`src/rtl/oc_addsub_pkg.sv`:
```
package oc_addsub_pkg;
    typedef enum logic {
        OP_ADD = 1'b0,
        OP_SUB = 1'b1
    } oc_op_e;
endpackage

```
`src/rtl/oc_rca.sv`:
```
module oc_rca #(
    parameter int W = 4
) (
    input  logic [W-1:0] x,
    input  logic [W-1:0] y,
    input  logic         cin,
    output logic [W-1:0] s,
    output logic         cout
);
    logic [W:0] chain;
    assign chain[0] = cin;
    for (genvar i = 0; i < W; i++) begin : g_bit
        logic p, g;
        assign p          = x[i] ^ y[i];
        assign g          = x[i] & y[i];
        assign s[i]       = p ^ chain[i];
        assign chain[i+1] = g | (p & chain[i]);
    end
    assign cout = chain[W];
endmodule

```
`src/rtl/oc_addsub.sv`:
```
module oc_addsub
    import oc_addsub_pkg::*;
#(
    parameter int W = 4
) (
    input  logic [W-1:0] opnd_a,
    input  logic [W-1:0] opnd_b,
    input  logic         sub_sel,
    output logic [W-1:0] result,
    output logic         neg_zero,
    output logic         ovf
);
    localparam int MSB = W - 1;

    typedef struct packed {
        logic [W-1:0] sum;
        logic         nz;
        logic         ovf;
    } out_t;

    out_t         out_d;
    logic [W-1:0] b_eff_d;
    logic [W-1:0] pass1_sum, pass2_sum;
    logic         pass1_cout, pass2_cout;

    always_comb begin
        b_eff_d = (oc_op_e'(sub_sel) == OP_SUB) ? ~opnd_b : opnd_b;
    end

    // First pass: plain sum with zero carry in.
    oc_rca #(.W(W)) u_pass1 (
        .x(opnd_a), .y(b_eff_d), .cin(1'b0),
        .s(pass1_sum), .cout(pass1_cout)
    );

    // Second pass: fold the carry back into bit 0. A carry out of pass 1
    // bounds pass1_sum below all ones, so this increment cannot wrap.
    oc_rca #(.W(W)) u_pass2 (
        .x(pass1_sum), .y({W{1'b0}}), .cin(pass1_cout),
        .s(pass2_sum), .cout(pass2_cout)
    );

    always_comb begin
        out_d     = '0;
        out_d.sum = pass2_sum;
        out_d.nz  = &pass2_sum;
        out_d.ovf = (opnd_a[MSB] == b_eff_d[MSB]) && (pass2_sum[MSB] != opnd_a[MSB]);
    end

    assign result   = out_d.sum;
    assign neg_zero = out_d.nz;
    assign ovf      = out_d.ovf;
endmodule

```
`config.mk`:
```
export PLATFORM = sky130hd
export DESIGN_NAME = oc_addsub
export DESIGN_NICKNAME = d
export VERILOG_FILES = /design/src/rtl/oc_addsub_pkg.sv /design/src/rtl/oc_rca.sv /design/src/rtl/oc_addsub.sv
export SDC_FILE = /design/constraint.sdc
export NUM_CORES = 1
export LEC_CHECK = 0
export ABC_AREA = 0
export ABC_CLOCK_PERIOD_IN_PS = 3350
export BUFFER_PORTS_ARGS = -buffer_cell sky130_fd_sc_hd__buf_2
export CAP_MARGIN = 40
export CORE_AREA = 2 2 39 41
export DETAILED_ROUTE_END_ITERATION = 8
export DIE_AREA = 0 0 41 43
export GPL_TIMING_DRIVEN = 1
export PLACE_DENSITY_LB_ADDON = 0.12
export RECOVER_POWER = 50
export SYNTH_ARGS = -nofsm -noshare
export SYNTH_HDL_FRONTEND = slang
export SYNTH_SLANG_ARGS = --single-unit
```
`constraint.sdc`:
```
create_clock -name vclk -period 3.35
set_input_delay 0.1675 -clock vclk [all_inputs]
set_output_delay 0.1675 -clock vclk [all_outputs]
set_load 0.02 [all_outputs]
```
==> run metrics <==
total grt overflow 0; max-slew violations 0; fin worst setup slack 0.138 ns; Cells after Synth 19; initial antenna violation count 0; switching share of power 58.0%; unrepaired setup endpoints after global routing false; maxcap violations 0; Die Height 43 um; Detail Route Antenna Nets 0; Layout Nets 54; seq_cells 0; DR iter-0 viols 0; largest net degree at the start of global routing 5; via count 186; pwr/cell area 384 nW/um^2; WL per Instance 8.10 um; worst-margin pin slew 0.256 ns; startpoint types input pin; Residual DRC 0; setup_tns 0 ns; Req. time, crit path 3.18 ns; Internal 49.4 uW; Hold Path Class in -> out; GP Congestion 0.574; Area growth, synth to finish 53.1%; NetSw 68.3 uW; fillers 167; row count 14; layout cell share with drive strength beyond 1 42.9%; clock power share 0%; Die ar. 1760 sq um; DRT Pass-1 Iters 1; delay-heaviest family, CP adder cells; WP buf/inv 2; Setup crit start sub_sel; Core Area 1380 sq um; Setup-failing EPs final 0; sequential area share after synthesis 0%; Peak VDD IR 0.0631 mV; synthesized area 200 sq um; crit path to ovf; first-pass GRT wire length 690 um; Net Count, Synth 36; kind of critical path in -> out; final hold violations 0; DIE WIDTH 41 um; PortBufs 15; most common cell type on the critical path ha_1; final WL 413 um; total area of sequential cells 0 sq um; slowest stage delay, CP 0.39 ns; CP Capture Type output port; Max stage delay cell, worst path fa_1; Antenna diodes 0; Multi-input gate area 204 sq um; initial core utilization 14.5%; Placement Setup Slack 0.0759 ns; Yosys warnings 0; Worst path depth 12; global-route usage over all layers 5.12%; Hold WS 0.857 ns; outcome finished, final reports clean; Final Util 22.2%; combinational power share 100.0%; Slew headroom 82.9%; part of the power in registers 0%; # IOs 15; Synth cell types 9; Clock Buffer Count 0; Max FO, Critical Path 4; number of global-route vias before repair 193; CP Cell Sequence buf_2, xor2_1, ha_1, fa_1, fa_1, fa_1, ha_1, ha_1, ha_1, xnor2_2, mux2_2, buf_2; vias per cell 3.65; crit path time final 3.21 ns; final period utilization 95.9%; Post-CTS Setup Inserts 0; Syn Area/Cell 10.5 sq um; Max Fclk 311 MHz; leak pwr 0.162 nW; WP data arrival 3.04 ns
[area by class of cell]
class	count	share of cell area (%)
Inverter	1	1.22
Multi-Input combinational cell	18	66.5
Tap cell	16	6.53
Timing Repair Buffer	16	25.7
[power groups by stage]
stage / clock network (mW) / logic, mW / registers [mW]
3_3_place_gp: 0 / 0.118 / 0
2_1_floorplan: 0 / 0.0793 / 0
3_5_place_dp: 0 / 0.118 / 0
6_report: 0 / 0.118 / 0
5_1_grt: 0 / 0.132 / 0
4_1_cts: 0 / 0.119 / 0
[timing repair]
action / CTS / global route
gates resized for setup: 0 / 1
endpoints found under the setup margin: 0 / 1
hold buffers: 0 / 0
[per-stage QoR]
step / cell area, sq um / power, mW / std cells
floorplan: 200 / 0.0793 / 19
global placement: 303 / 0.118 / 51
CTS: 303 / 0.119 / 51
finish: 307 / 0.118 / 51
detailed placement: 303 / 0.118 / 51
global route: 307 / 0.132 / 51
[placed cells by master, fill, tap and decap left out]
master | synthesis | layout
fa_1 | 3 | 3
buf_4 | 0 | 1
xor2_1 | 4 | 4
xnor2_2 | 0 | 1
buf_2 | 0 | 12
nand3_1 | 1 | 1
nor2_1 | 2 | 2
mux2_2 | 1 | 1
clkbuf_1 | 0 | 3
inv_1 | 1 | 1
nor2b_1 | 1 | 1
ha_1 | 5 | 5
[tightest hold or removal path: stages]
cell and delay [ns]:
buf_2 0.13, nor2_1 0.10, mux2_2 0.14, buf_2 0.15
[synthesized netlist by cell type, drive strengths merged]
cell | count | area (sq um)
nor2 | 2 | 7.51
nor2b | 1 | 6.26
ha | 5 | 62.6
fa | 3 | 60.1
inv | 1 | 3.75
nand3 | 1 | 5.00
xnor2 | 1 | 8.76
mux2 | 1 | 11.3
xor2 | 4 | 35.0
[kinds of logic (layout without fill, tap and decap cells)]
family	Yosys count	in the layout	share of synthesized area (%)
xor gates and xnor gates	5	5	21.9
muxes	1	1	5.62
and+or+nand+nor	4	4	9.38
adders and majority gates	8	8	61.3
buffers and inverters	1	17	1.87
[metal layers]
metal | up-vias | part of all wire [%] | global-route usage, %
li1 | 95 | - | -
met1 | 85 | 40 | 5.14
met2 | 6 | 52 | 10.6
met3 | 0 | 7.0 | 0.524
met4 | 0 | 0 | 0
met5 | - | 0 | 0
[how the worst min path moves through the flow]
stage	endpoint	cells past startpoint	startpoint
6_report	ovf	4	opnd_a[3]
5_1_grt	ovf	4	opnd_a[3]
4_1_cts	result[0]	4	opnd_a[0]
3_5_place_dp	result[0]	4	opnd_a[0]
3_3_place_gp	ovf	4	opnd_a[3]
2_1_floorplan	ovf	2	opnd_a[3]
No activity file was read; power rests on OpenSTA's default activity.
